`config.mk`:
```
export PLATFORM = sky130hd
export DESIGN_NAME = ddr2_powerup_seq
export DESIGN_NICKNAME = d
export VERILOG_FILES = /design/src/rtl/ddr2_init_pkg.sv /design/src/rtl/ddr2_init_timer.sv /design/src/rtl/ddr2_init_payload.sv /design/src/rtl/ddr2_powerup_seq.sv
export SDC_FILE = /design/constraint.sdc
export NUM_CORES = 1
export LEC_CHECK = 0
export ABC_AREA = 1
export BUFFER_PORTS_ARGS = -buffer_cell sky130_fd_sc_hd__buf_2
export CAP_MARGIN = 20
export CORE_MARGIN = 2
export CORE_UTILIZATION = 51
export CTS_CLUSTER_SIZE = 10
export DETAILED_ROUTE_END_ITERATION = 10
export GPL_TIMING_DRIVEN = 1
export PLACE_DENSITY = 0.89
export SLEW_MARGIN = 40
export SYNTH_ARGS = -nofsm -noshare
export SYNTH_HDL_FRONTEND = slang
export SYNTH_SLANG_ARGS = --single-unit
```
`constraint.sdc`:
```
create_clock -name clk -period 2.3 [get_ports clk]
set_clock_uncertainty 0.1 [all_clocks]
set_input_delay 0.46 -clock clk [delete_from_list [all_inputs] [get_ports clk]]
set_output_delay 0.46 -clock clk [all_outputs]
set_load 0.01 [all_outputs]
```
`src/rtl/ddr2_init_pkg.sv`:
```
package ddr2_init_pkg;

   localparam int MODE_W  = 13;
   localparam int N_STEPS = 11;

   typedef enum logic [3:0] {
      CMD_LMR = 4'b0000,
      CMD_REF = 4'b0001,
      CMD_PRE = 4'b0010,
      CMD_NOP = 4'b0111
   } ddr_cmd_e;

   typedef enum logic [1:0] {
      SEL_MR   = 2'b00,
      SEL_EMR1 = 2'b01,
      SEL_EMR2 = 2'b10,
      SEL_EMR3 = 2'b11
   } mreg_sel_e;

   typedef enum logic [2:0] {
      PAY_NONE,
      PAY_A10,
      PAY_EXT2,
      PAY_EXT3,
      PAY_EXT1_OCDOFF,
      PAY_DLLRST,
      PAY_BASE,
      PAY_EXT1_OCDDEF
   } payload_e;

   typedef enum logic [1:0] {
      GAP_RP,
      GAP_MRD,
      GAP_DLL,
      GAP_RFC
   } gap_e;

   typedef struct packed {
      ddr_cmd_e  cmd;
      mreg_sel_e sel;
      payload_e  pay;
      gap_e      gap;
   } step_t;

   // gap field = spacing that follows this step
   function automatic step_t step_of(input logic [3:0] idx);
      step_t s;
      case (idx)
         4'd0:    s = '{CMD_PRE, SEL_MR,   PAY_A10,         GAP_RP };
         4'd1:    s = '{CMD_LMR, SEL_EMR2, PAY_EXT2,        GAP_MRD};
         4'd2:    s = '{CMD_LMR, SEL_EMR3, PAY_EXT3,        GAP_MRD};
         4'd3:    s = '{CMD_LMR, SEL_EMR1, PAY_EXT1_OCDOFF, GAP_MRD};
         4'd4:    s = '{CMD_LMR, SEL_MR,   PAY_DLLRST,      GAP_DLL};
         4'd5:    s = '{CMD_PRE, SEL_MR,   PAY_A10,         GAP_RP };
         4'd6:    s = '{CMD_REF, SEL_MR,   PAY_NONE,        GAP_RFC};
         4'd7:    s = '{CMD_REF, SEL_MR,   PAY_NONE,        GAP_RFC};
         4'd8:    s = '{CMD_LMR, SEL_MR,   PAY_BASE,        GAP_MRD};
         4'd9:    s = '{CMD_LMR, SEL_EMR1, PAY_EXT1_OCDDEF, GAP_MRD};
         4'd10:   s = '{CMD_LMR, SEL_EMR1, PAY_EXT1_OCDOFF, GAP_MRD};
         default: s = '{CMD_NOP, SEL_MR,   PAY_NONE,        GAP_MRD};
      endcase
      return s;
   endfunction

endpackage

```
`src/rtl/ddr2_init_timer.sv`:
```
module ddr2_init_timer #(
   parameter int CNT_W   = 8,
   parameter int RST_VAL = 0
) (
   input  logic             clk,
   input  logic             rst_n,
   input  logic             load,
   input  logic [CNT_W-1:0] load_val,
   output logic             expired
);

   if (RST_VAL < 0 || RST_VAL >= (2 ** CNT_W)) begin : g_bad_rst
      $error("ddr2_init_timer: RST_VAL does not fit CNT_W");
   end

   logic [CNT_W-1:0] cnt_q;

   always_ff @(posedge clk or negedge rst_n) begin
      if (!rst_n)
         cnt_q <= CNT_W'(RST_VAL);
      else if (load)
         cnt_q <= load_val;
      else if (cnt_q != '0)
         cnt_q <= cnt_q - 1'b1;
   end

   assign expired = (cnt_q == '0);

endmodule

```
`src/rtl/ddr2_init_payload.sv`:
```
module ddr2_init_payload
   import ddr2_init_pkg::*;
#(
   parameter int ADDR_W = 16,
   parameter int BA_W   = 3
) (
   input  logic              active,
   input  step_t             step,
   input  logic [MODE_W-1:0] mr_cfg,
   input  logic [MODE_W-1:0] emr1_cfg,
   input  logic [MODE_W-1:0] emr2_cfg,
   input  logic [MODE_W-1:0] emr3_cfg,
   output logic [BA_W-1:0]   ba,
   output logic [ADDR_W-1:0] addr
);

   localparam logic [MODE_W-1:0] OCD_MASK  = MODE_W'(13'h0380);
   localparam logic [MODE_W-1:0] DLL_OFF   = MODE_W'(13'h0001);
   localparam logic [MODE_W-1:0] DLL_RST   = MODE_W'(13'h0100);
   localparam logic [MODE_W-1:0] PRE_ALL   = MODE_W'(13'h0400);

   logic [MODE_W-1:0] field;
   logic [MODE_W-1:0] emr1_base;
   logic              is_load;

   assign emr1_base = emr1_cfg & ~(OCD_MASK | DLL_OFF);
   assign is_load   = active && (step.cmd == CMD_LMR);

   always_comb begin
      case (step.pay)
         PAY_A10:         field = PRE_ALL;
         PAY_EXT2:        field = emr2_cfg;
         PAY_EXT3:        field = emr3_cfg;
         PAY_EXT1_OCDOFF: field = emr1_base;
         PAY_EXT1_OCDDEF: field = emr1_base | OCD_MASK;
         PAY_DLLRST:      field = DLL_RST;
         PAY_BASE:        field = mr_cfg & ~DLL_RST;
         default:         field = '0;
      endcase
   end

   if (ADDR_W > MODE_W) begin : g_addr_pad
      assign addr = active ? {{(ADDR_W-MODE_W){1'b0}}, field} : '0;
   end else begin : g_addr_flat
      assign addr = active ? field : '0;
   end

   if (BA_W > 2) begin : g_ba_pad
      assign ba = is_load ? {{(BA_W-2){1'b0}}, step.sel} : '0;
   end else begin : g_ba_flat
      assign ba = is_load ? step.sel : '0;
   end

endmodule

```
`src/rtl/ddr2_powerup_seq.sv`:
```
module ddr2_powerup_seq
   import ddr2_init_pkg::*;
#(
   parameter int CLK_FREQ_KHZ = 200000,
   parameter int ADDR_W       = 16,
   parameter int BA_W         = 3,
   parameter int T_MRD        = 2,
   parameter int T_RP         = 3,
   parameter int T_RFC        = 26,
   parameter int DLL_WAIT     = 200
) (
   input  logic              clk,
   input  logic              rst_n,
   input  logic [12:0]       mr_cfg,
   input  logic [12:0]       emr1_cfg,
   input  logic [12:0]       emr2_cfg,
   input  logic [12:0]       emr3_cfg,
   output logic              cke,
   output logic              cs_n,
   output logic              ras_n,
   output logic              cas_n,
   output logic              we_n,
   output logic [BA_W-1:0]   ba,
   output logic [ADDR_W-1:0] addr,
   output logic              init_done
);

   // wall-clock delays rounded up to whole cycles
   localparam int PWR_CYC = (200 * CLK_FREQ_KHZ + 999) / 1000;
   localparam int CKE_CYC = (400 * CLK_FREQ_KHZ + 999999) / 1000000;

   function automatic int imax(input int a, input int b);
      return (a > b) ? a : b;
   endfunction

   localparam int MAX_CYC = imax(imax(PWR_CYC, CKE_CYC),
                                 imax(imax(DLL_WAIT, T_RFC), imax(T_RP, T_MRD)));
   localparam int CNT_W   = $clog2(MAX_CYC + 1);
   localparam logic [3:0] LAST_STEP = 4'(N_STEPS - 1);

   if (CLK_FREQ_KHZ < 1)            begin : g_bad_freq $error("CLK_FREQ_KHZ must be positive"); end
   if (ADDR_W < MODE_W)             begin : g_bad_addr $error("ADDR_W narrower than mode field"); end
   if (BA_W < 2)                    begin : g_bad_ba   $error("BA_W must be at least 2"); end
   if (T_MRD < 2 || T_RP < 2 || T_RFC < 2) begin : g_bad_gap $error("command spacings must be >= 2"); end
   if (DLL_WAIT < 200 || DLL_WAIT < T_MRD) begin : g_bad_dll $error("DLL_WAIT below minimum"); end

   typedef enum logic [2:0] {ST_PWR, ST_CKE, ST_CMD, ST_GAP, ST_DONE} seq_state_e;

   seq_state_e       state_q, state_d;
   logic [3:0]       step_q, step_d;
   logic             tmr_load;
   logic [CNT_W-1:0] tmr_val;
   logic             tmr_zero;
   step_t            cur;
   ddr_cmd_e         cmd_out;

   assign cur = step_of(step_q);

   function automatic logic [CNT_W-1:0] gap_load(input gap_e g);
      case (g)
         GAP_RP:  return CNT_W'(T_RP - 2);
         GAP_RFC: return CNT_W'(T_RFC - 2);
         GAP_DLL: return CNT_W'(DLL_WAIT - 2);
         default: return CNT_W'(T_MRD - 2);
      endcase
   endfunction

   ddr2_init_timer #(
      .CNT_W   (CNT_W),
      .RST_VAL (PWR_CYC - 1)
   ) u_timer (
      .clk      (clk),
      .rst_n    (rst_n),
      .load     (tmr_load),
      .load_val (tmr_val),
      .expired  (tmr_zero)
   );

   always_comb begin
      state_d  = state_q;
      step_d   = step_q;
      tmr_load = 1'b0;
      tmr_val  = '0;
      case (state_q)
         ST_PWR: if (tmr_zero) begin
            state_d  = ST_CKE;
            tmr_load = 1'b1;
            tmr_val  = CNT_W'(CKE_CYC - 1);
         end
         ST_CKE: if (tmr_zero) begin
            state_d = ST_CMD;
            step_d  = '0;
         end
         ST_CMD: begin
            if (step_q == LAST_STEP) begin
               state_d = ST_DONE;
            end else begin
               state_d  = ST_GAP;
               tmr_load = 1'b1;
               tmr_val  = gap_load(cur.gap);
            end
         end
         ST_GAP: if (tmr_zero) begin
            state_d = ST_CMD;
            step_d  = step_q + 4'd1;
         end
         default: state_d = ST_DONE;
      endcase
   end

   always_ff @(posedge clk or negedge rst_n) begin
      if (!rst_n) begin
         state_q <= ST_PWR;
         step_q  <= '0;
      end else begin
         state_q <= state_d;
         step_q  <= step_d;
      end
   end

   ddr2_init_payload #(
      .ADDR_W (ADDR_W),
      .BA_W   (BA_W)
   ) u_payload (
      .active   (state_q == ST_CMD),
      .step     (cur),
      .mr_cfg   (mr_cfg),
      .emr1_cfg (emr1_cfg),
      .emr2_cfg (emr2_cfg),
      .emr3_cfg (emr3_cfg),
      .ba       (ba),
      .addr     (addr)
   );

   assign cmd_out = (state_q == ST_CMD) ? cur.cmd : CMD_NOP;
   assign {cs_n, ras_n, cas_n, we_n} = cmd_out;
   assign cke       = (state_q != ST_PWR);
   assign init_done = (state_q == ST_DONE);

endmodule

```
==> flow_metrics.py, run 1 <==
metrics = {
    "run_status": {
        "status": "complete, but fails checks",
        "violations": "setup timing",
    },
    "finish": {
        "layout_common_cells": "81 x nand2_1, 67 x buf_2, 54 x nor2_1",
        "multiInputGateArea_um2": 1770,
        "drive_gt1_share_pct": 40.5,
        "n_fill_cell": 317,
        "syn2layout_area_growth_pct": 39.3,
        "ff_latch_area_um2": 589,
        "final_core_util_pct": 74.5,
        "nNetsFinal": 522,
        "diodes": 0,
        "layoutNonFillerInstCount": 509,
        "final_common_cell": "nand2_1",
    },
    "critical_path": {
        "end_kind": "output port",
        "crit_required_ns": 1.74,
        "arrival_ns": 2.08,
        "crit_path_max_fanout": 4,
        "start_kind": "register",
        "critPathKind": "reg -> out",
    },
    "synth": {
        "syn_inst": 362,
        "yosys_warnings": 0,
        "ys_seq_elements": 23,
        "yosysTopAreaCellShare_pct": 13.8,
        "post-synth-top-area-cell": "dfrtp_1",
        "syn_area_um2": 2360,
        "syn_avg_cell_area_um2": 6.52,
        "synth_area_leaders": "dfrtp_1 14%, nand2_1 14%, dfstp_2 11%",
        "ys_seq_area_share_pct": 24.9,
        "ys_types": 33,
    },
    "drt": {
        "drt_iter0_markers": 209,
        "wl_met1_um": 2880,
        "post_drt_wl_per_cell_um": 15.4,
        "highest_layer": "met4",
        "first_pass_iters": 6,
        "dr_wl_met2_um": 3910,
        "dr_wl_met3_um": 771,
        "route.detailed.drc": 0,
        "viasPerCell": 5.85,
        "via_count": 2980,
        "detail-route-antenna-nets": 0,
        "finalWirelength_um": 7830,
    },
    "timing": {
        "slew_headroom_pct": 66.1,
        "setup_violations": 13,
        "worst_slack_ns": -0.336,
        "setup_tns_ns": -3.72,
        "finalHoldViolCount": 0,
        "period_needed_ns": 2.64,
        "whs_ns": 0.0506,
        "max_clock_freq_ghz": 0.379,
        "rsz0062_at_grt": "yes",
        "tightestPinTransition_ns": 0.508,
        "final.period_utilization_pct": 115,
        "report.final.slew_viol_count": 0,
    },
    "floorplan": {
        "die_h_um": 72.0,
        "die_w_um": 72.0,
        "core.rowCount": 24,
        "ios": 79,
        "die_area_um2": 5190,
        "initial_core_util_pct": 53.5,
        "core_um2": 4410,
    },
    "placed_design": {
        "dp.cells": 498,
        "numPortBuffers": 68,
        "gp_congestion": 0.939,
        "hpwl_um": 4950,
    },
    "run": {
        "drv_cap": 0,
    },
    "clock_network": {
        "hold_buffers": 0,
        "htreeDepth": 1,
        "cts_root_buf": "clkbuf_8",
        "cts_buffers": 3,
        "insertion_delay_ns": 0.27,
        "path_clk_slew_ns": 0.08,
        "clockBufferDepth": 2,
        "clock-sinks": 23,
        "cts_tree": "yes",
    },
    "global_route": {
        "grt_antenna_before_repair": 0,
        "globalRouteOverflowTotal": 0,
        "track_usage_pct": 27.5,
        "grt_pass1_vias": 2671,
        "grt_start_max_net_pins": 24,
        "grt_pass1_wl_um": 11600,
    },
    "min_path": {
        "hp-class": "in -> async",
    },
    "pwr": {
        "ir_drop_mv": 0.393,
        "p_total_mw": 0.723,
        "power_density_nw_per_um2": 220,
        "p_leak_nw": 1.80,
    },
}
==> layout make-up <==
cell class                      instances  share of cell area (%)
Tap cell                               52                    1.98
Inverter                               38                    4.79
Timing Repair Buffer                  102                    20.0
Clock inverter                          1                   0.152
Multi-Input combinational cell        290                    53.9
Sequential cell                        23                    17.9
Clock buffer                            3                    1.26
==> report_power, final <==
| group | switching [mW] | internal [mW] | leakage (nW) |
|---|---|---|---|
| Combinational | 0.0316 | 0.0288 | 1.49 |
| Clock | 0.136 | 0.121 | 0.0255 |
| Sequential | 0 | 0.405 | 0.279 |
==> flip-flops by register name (all words and copies together), names as in the netlist <==
signal,cells
state_q,3
u_timer.cnt_q,16
step_q,4
==> cells by family (layout without fill, tap and decap cells) <==
logic type               after synthesis  in the layout  share of synthesized area (%)
AO/OA/AOI/OAI                         27             27                           6.20
adder cells (fa/ha/maj)               10             10                           5.30
AND/OR/NAND/NOR                      233            235                           46.7
flip-flops                            23             23                           24.9
other                                  1              5                          0.159
buffers and inverters                 55            144                           11.9
XOR/XNOR                              13             13                           4.83
==> layer usage <==
metal	vias up	GRT usage (%)
met2	222	49.1
met1	1361	34.2
met3	39	4.03
met5	-	0
met4	0	8.39
li1	1358	-
==> cell usage after synthesis <==
cell type,n
a21oi_1,7
a22oi_1,1
a32oi_1,1
buf_2,2
buf_4,10
buf_6,4
clkbuf_1,1
conb_1,1
dfrtp_1,13
dfstp_2,10
ha_1,10
inv_1,33
inv_2,3
inv_4,2
nand2_1,85
nand2_2,5
nand2_4,2
nand3_1,47
nand3_2,2
nand3_4,1
nand3b_1,1
nand4_1,19
nor2_1,59
nor2_2,4
nor2_4,2
nor2_8,2
nor3_1,4
o211ai_1,1
o21ai_0,14
o21ai_1,2
o31ai_1,1
xnor2_1,7
xor2_1,6
==> per-stage QoR <==
step                      instance area, µm²  setup WS (ns)
final                                   3290         -0.336
after CTS                               3120         -0.222
after global routing                    3290         -0.470
after detailed placement                2880         -0.126
after global placement                  2880        -0.0812
after floorplan                         2370         0.0791
==> final timing paths <==
kind                                                      to  slack [ns]                         start  cells after the start
max in group asynchronous              step_q[3]$_DFFE_PN0P_        1.68                         rst_n                      1
worst min-delay path            u_timer.cnt_q[7]$_DFFE_PN0P_        0.05                         rst_n                      1
min in group clk                u_timer.cnt_q[0]$_DFFE_PN1P_        0.45  u_timer.cnt_q[0]$_DFFE_PN1P_                      2
worst min register to register  u_timer.cnt_q[0]$_DFFE_PN1P_        0.45  u_timer.cnt_q[0]$_DFFE_PN1P_                      2
worst max register to register  u_timer.cnt_q[2]$_DFFE_PN1P_        0.30         step_q[1]$_DFFE_PN0P_                     13
worst max-delay path                                addr[12]       -0.34         step_q[1]$_DFFE_PN0P_                     12
==> worst max-delay path, stage by stage (launching register included) <==
cell and delay [ns]:
dfrtp_1 0.41, inv_2 0.08, ha_4 0.30, nand2_1 0.07, nand2_1 0.08, nand2_2 0.08
buf_6 0.15, nor2_4 0.18, nand3_2 0.10, nand3_2 0.08, nor2_1 0.04, nor2_1 0.11
buf_2 0.14
==> what timing repair did <==
item	4_1_cts	5_1_grt
resized for setup	34	36
setup endpoints to repair	18	18
buffers inserted	5	2
gates cloned	2	0
pin swaps	6	21
Power figures use the tool's default switching activity.
==> inputs of run 2 (changes only) <==
- CORE_UTILIZATION: 51 -> 52
- PLACE_DENSITY: 0.89 -> 0.9
- clock period: 2.3 -> 3.4 ns (I/O delays scaled with it)
==> flow_metrics.py, run 2 (same netlist as run 1, synthesis figures left out) <==
metrics = {
    "run_status": {
        "status": "complete, no violations",
    },
    "timing": {
        "report.final.slew_viol_count": 0,
        "slew_headroom_pct": 48.1,
        "period_needed_ns": 3.26,
        "max_clock_freq_ghz": 0.306,
        "finalHoldViolCount": 0,
        "tightestPinTransition_ns": 0.775,
        "rsz0062_at_grt": "no",
        "final.period_utilization_pct": 96.0,
        "setup_tns_ns": 0,
        "setup_violations": 0,
    },
    "drt": {
        "viasPerCell": 5.60,
        "drt_iter0_markers": 129,
        "route.detailed.drc": 0,
        "detail-route-antenna-nets": 0,
        "dr_wl_met3_um": 555,
        "via_count": 2654,
        "post_drt_wl_per_cell_um": 13.0,
        "dr_wl_met2_um": 2940,
        "highest_layer": "met4",
        "wl_met1_um": 2510,
        "finalWirelength_um": 6160,
        "first_pass_iters": 5,
    },
    "run": {
        "drv_cap": 0,
    },
    "clock_network": {
        "cts_tree": "yes",
        "htreeDepth": 1,
        "cts_root_buf": "clkbuf_8",
        "clock-sinks": 23,
        "clockBufferDepth": 2,
        "cts_buffers": 3,
        "path_clk_slew_ns": 0.09,
        "cts_setup_buffers": 0,
        "insertion_delay_ns": 0.27,
    },
    "pwr": {
        "combPwrFrac_pct": 7.8,
        "power_density_nw_per_um2": 178,
        "p_leak_nw": 1.54,
        "ir_drop_mv": 0.337,
        "p_total_mw": 0.482,
        "p_int_mw": 0.377,
        "p_sw_share_pct": 21.7,
        "p_sw_mw": 0.105,
        "pwr-share-clk_pct": 35.4,
        "seq_power_share_pct": 56.9,
    },
    "critical_path": {
        "ff2ff_setup_slack_ns": 1.00,
        "crit_path_max_fanout": 25,
        "critPathKind": "reg -> out",
        "ff2ff_path_depth": 7,
        "crit_required_ns": 2.62,
        "start_kind": "register",
        "arrival_ns": 2.48,
        "end_kind": "output port",
    },
    "global_route": {
        "grt_start_max_net_pins": 26,
        "globalRouteOverflowTotal": 0,
        "grt_pass1_wl_um": 10100,
        "track_usage_pct": 23.6,
        "grt_pass1_vias": 2361,
        "grt_antenna_before_repair": 0,
    },
    "placed_design": {
        "hpwl_um": 4640,
        "placed_area_um2": 2650,
        "numPortBuffers": 68,
        "gp_congestion": 0.916,
    },
    "finish": {
        "reg_top3": "u_timer.cnt_q (16), step_q (4), state_q (3)",
        "drive_gt1_share_pct": 25.6,
        "layout_common_cells": "84 x nand2_1, 68 x buf_2, 59 x nor2_1",
        "largest_reg_flops": 16,
        "final_core_util_pct": 62.2,
        "top_register": "u_timer.cnt_q",
        "diodes": 0,
        "syn2layout_area_growth_pct": 14.8,
        "final_common_cell": "nand2_1",
        "nNetsFinal": 487,
        "stdcell_area_um2": 2710,
    },
    "floorplan": {
        "die_area_um2": 5090,
        "initial_core_util_pct": 54.2,
        "die_h_um": 71.4,
        "core_um2": 4350,
        "ios": 79,
        "die_w_um": 71.4,
        "core.rowCount": 24,
    },
    "min_path": {
        "hp-class": "in -> async",
    },
}
[run 2: cell types whose count changed in the layout (fill, tap and decap cells not counted), moves of 4 or more]
cell     before  now
ha_1          4   10
inv_1        28   33
nand3_1      28   47
nor2_4        7    3
nand3_2      21    2
nor2_1       54   59
buf_4        26    1
ha_4          5    0
buf_6         6    0
[run 2: power by group through the flow]
stage                     logic (mW)  clock network, mW  registers [mW]
after floorplan              0.00692                  0           0.279
after global placement        0.0366                  0           0.279
after detailed placement      0.0367                  0           0.279
after CTS                     0.0371              0.174           0.274
after global routing          0.0408              0.187           0.274
final                         0.0373              0.170           0.274
[run 2: final timing paths]
check	from	to
worst max-delay path	step_q[2]$_DFFE_PN0P_	addr[5]
worst min-delay path	rst_n	u_timer.cnt_q[6]$_DFFE_PN0P_
worst max register to register	state_q[0]$_DFFE_PN0P_	u_timer.cnt_q[7]$_DFFE_PN0P_
worst min register to register	state_q[2]$_DFFE_PN0P_	state_q[2]$_DFFE_PN0P_
max in group asynchronous	rst_n	step_q[0]$_DFFE_PN0P_
min in group clk	state_q[2]$_DFFE_PN0P_	state_q[2]$_DFFE_PN0P_
[run 2: critical path, stage by stage (launching register included)]
cell and delay [ns]:
dfrtp_1 0.60, inv_4 0.11, ha_1 0.21, nand2_1 0.10, nand3_4 0.27, inv_2 0.33, nand3_1 0.15, nand3_1 0.12
nor2_1 0.06, nor2_1 0.10, buf_2 0.15
[run 2: cell type report]
cell class	instances	area, µm²
clock buffers	4	45.0
fillers	402	1650
inverters	38	148
multi-input cells	288	1510
flip-flops and latches	23	591
well taps	52	65.1
repair buffers	69	348
[run 2: through the flow]
step	worst slack, ns	hold WS [ns]	instances
after global placement	0.474	0.418	470
after detailed placement	0.395	0.440	470
after floorplan	0.959	0.284	366
final	0.137	0.277	474
after CTS	0.104	0.298	474
after global routing	0.0487	0.310	474
[run 2: layer usage]
metal  up-vias  global-route usage, %
met1      1199                   30.2
met4         0                   6.71
met3        22                   3.66
met5         -                      0
li1       1281                      -
met2       152                   41.3
[run 2: what timing repair did]
action                                  CTS  global route
gates resized for setup                   0             4
endpoints found under the setup margin    0             9
hold buffers                              0             0
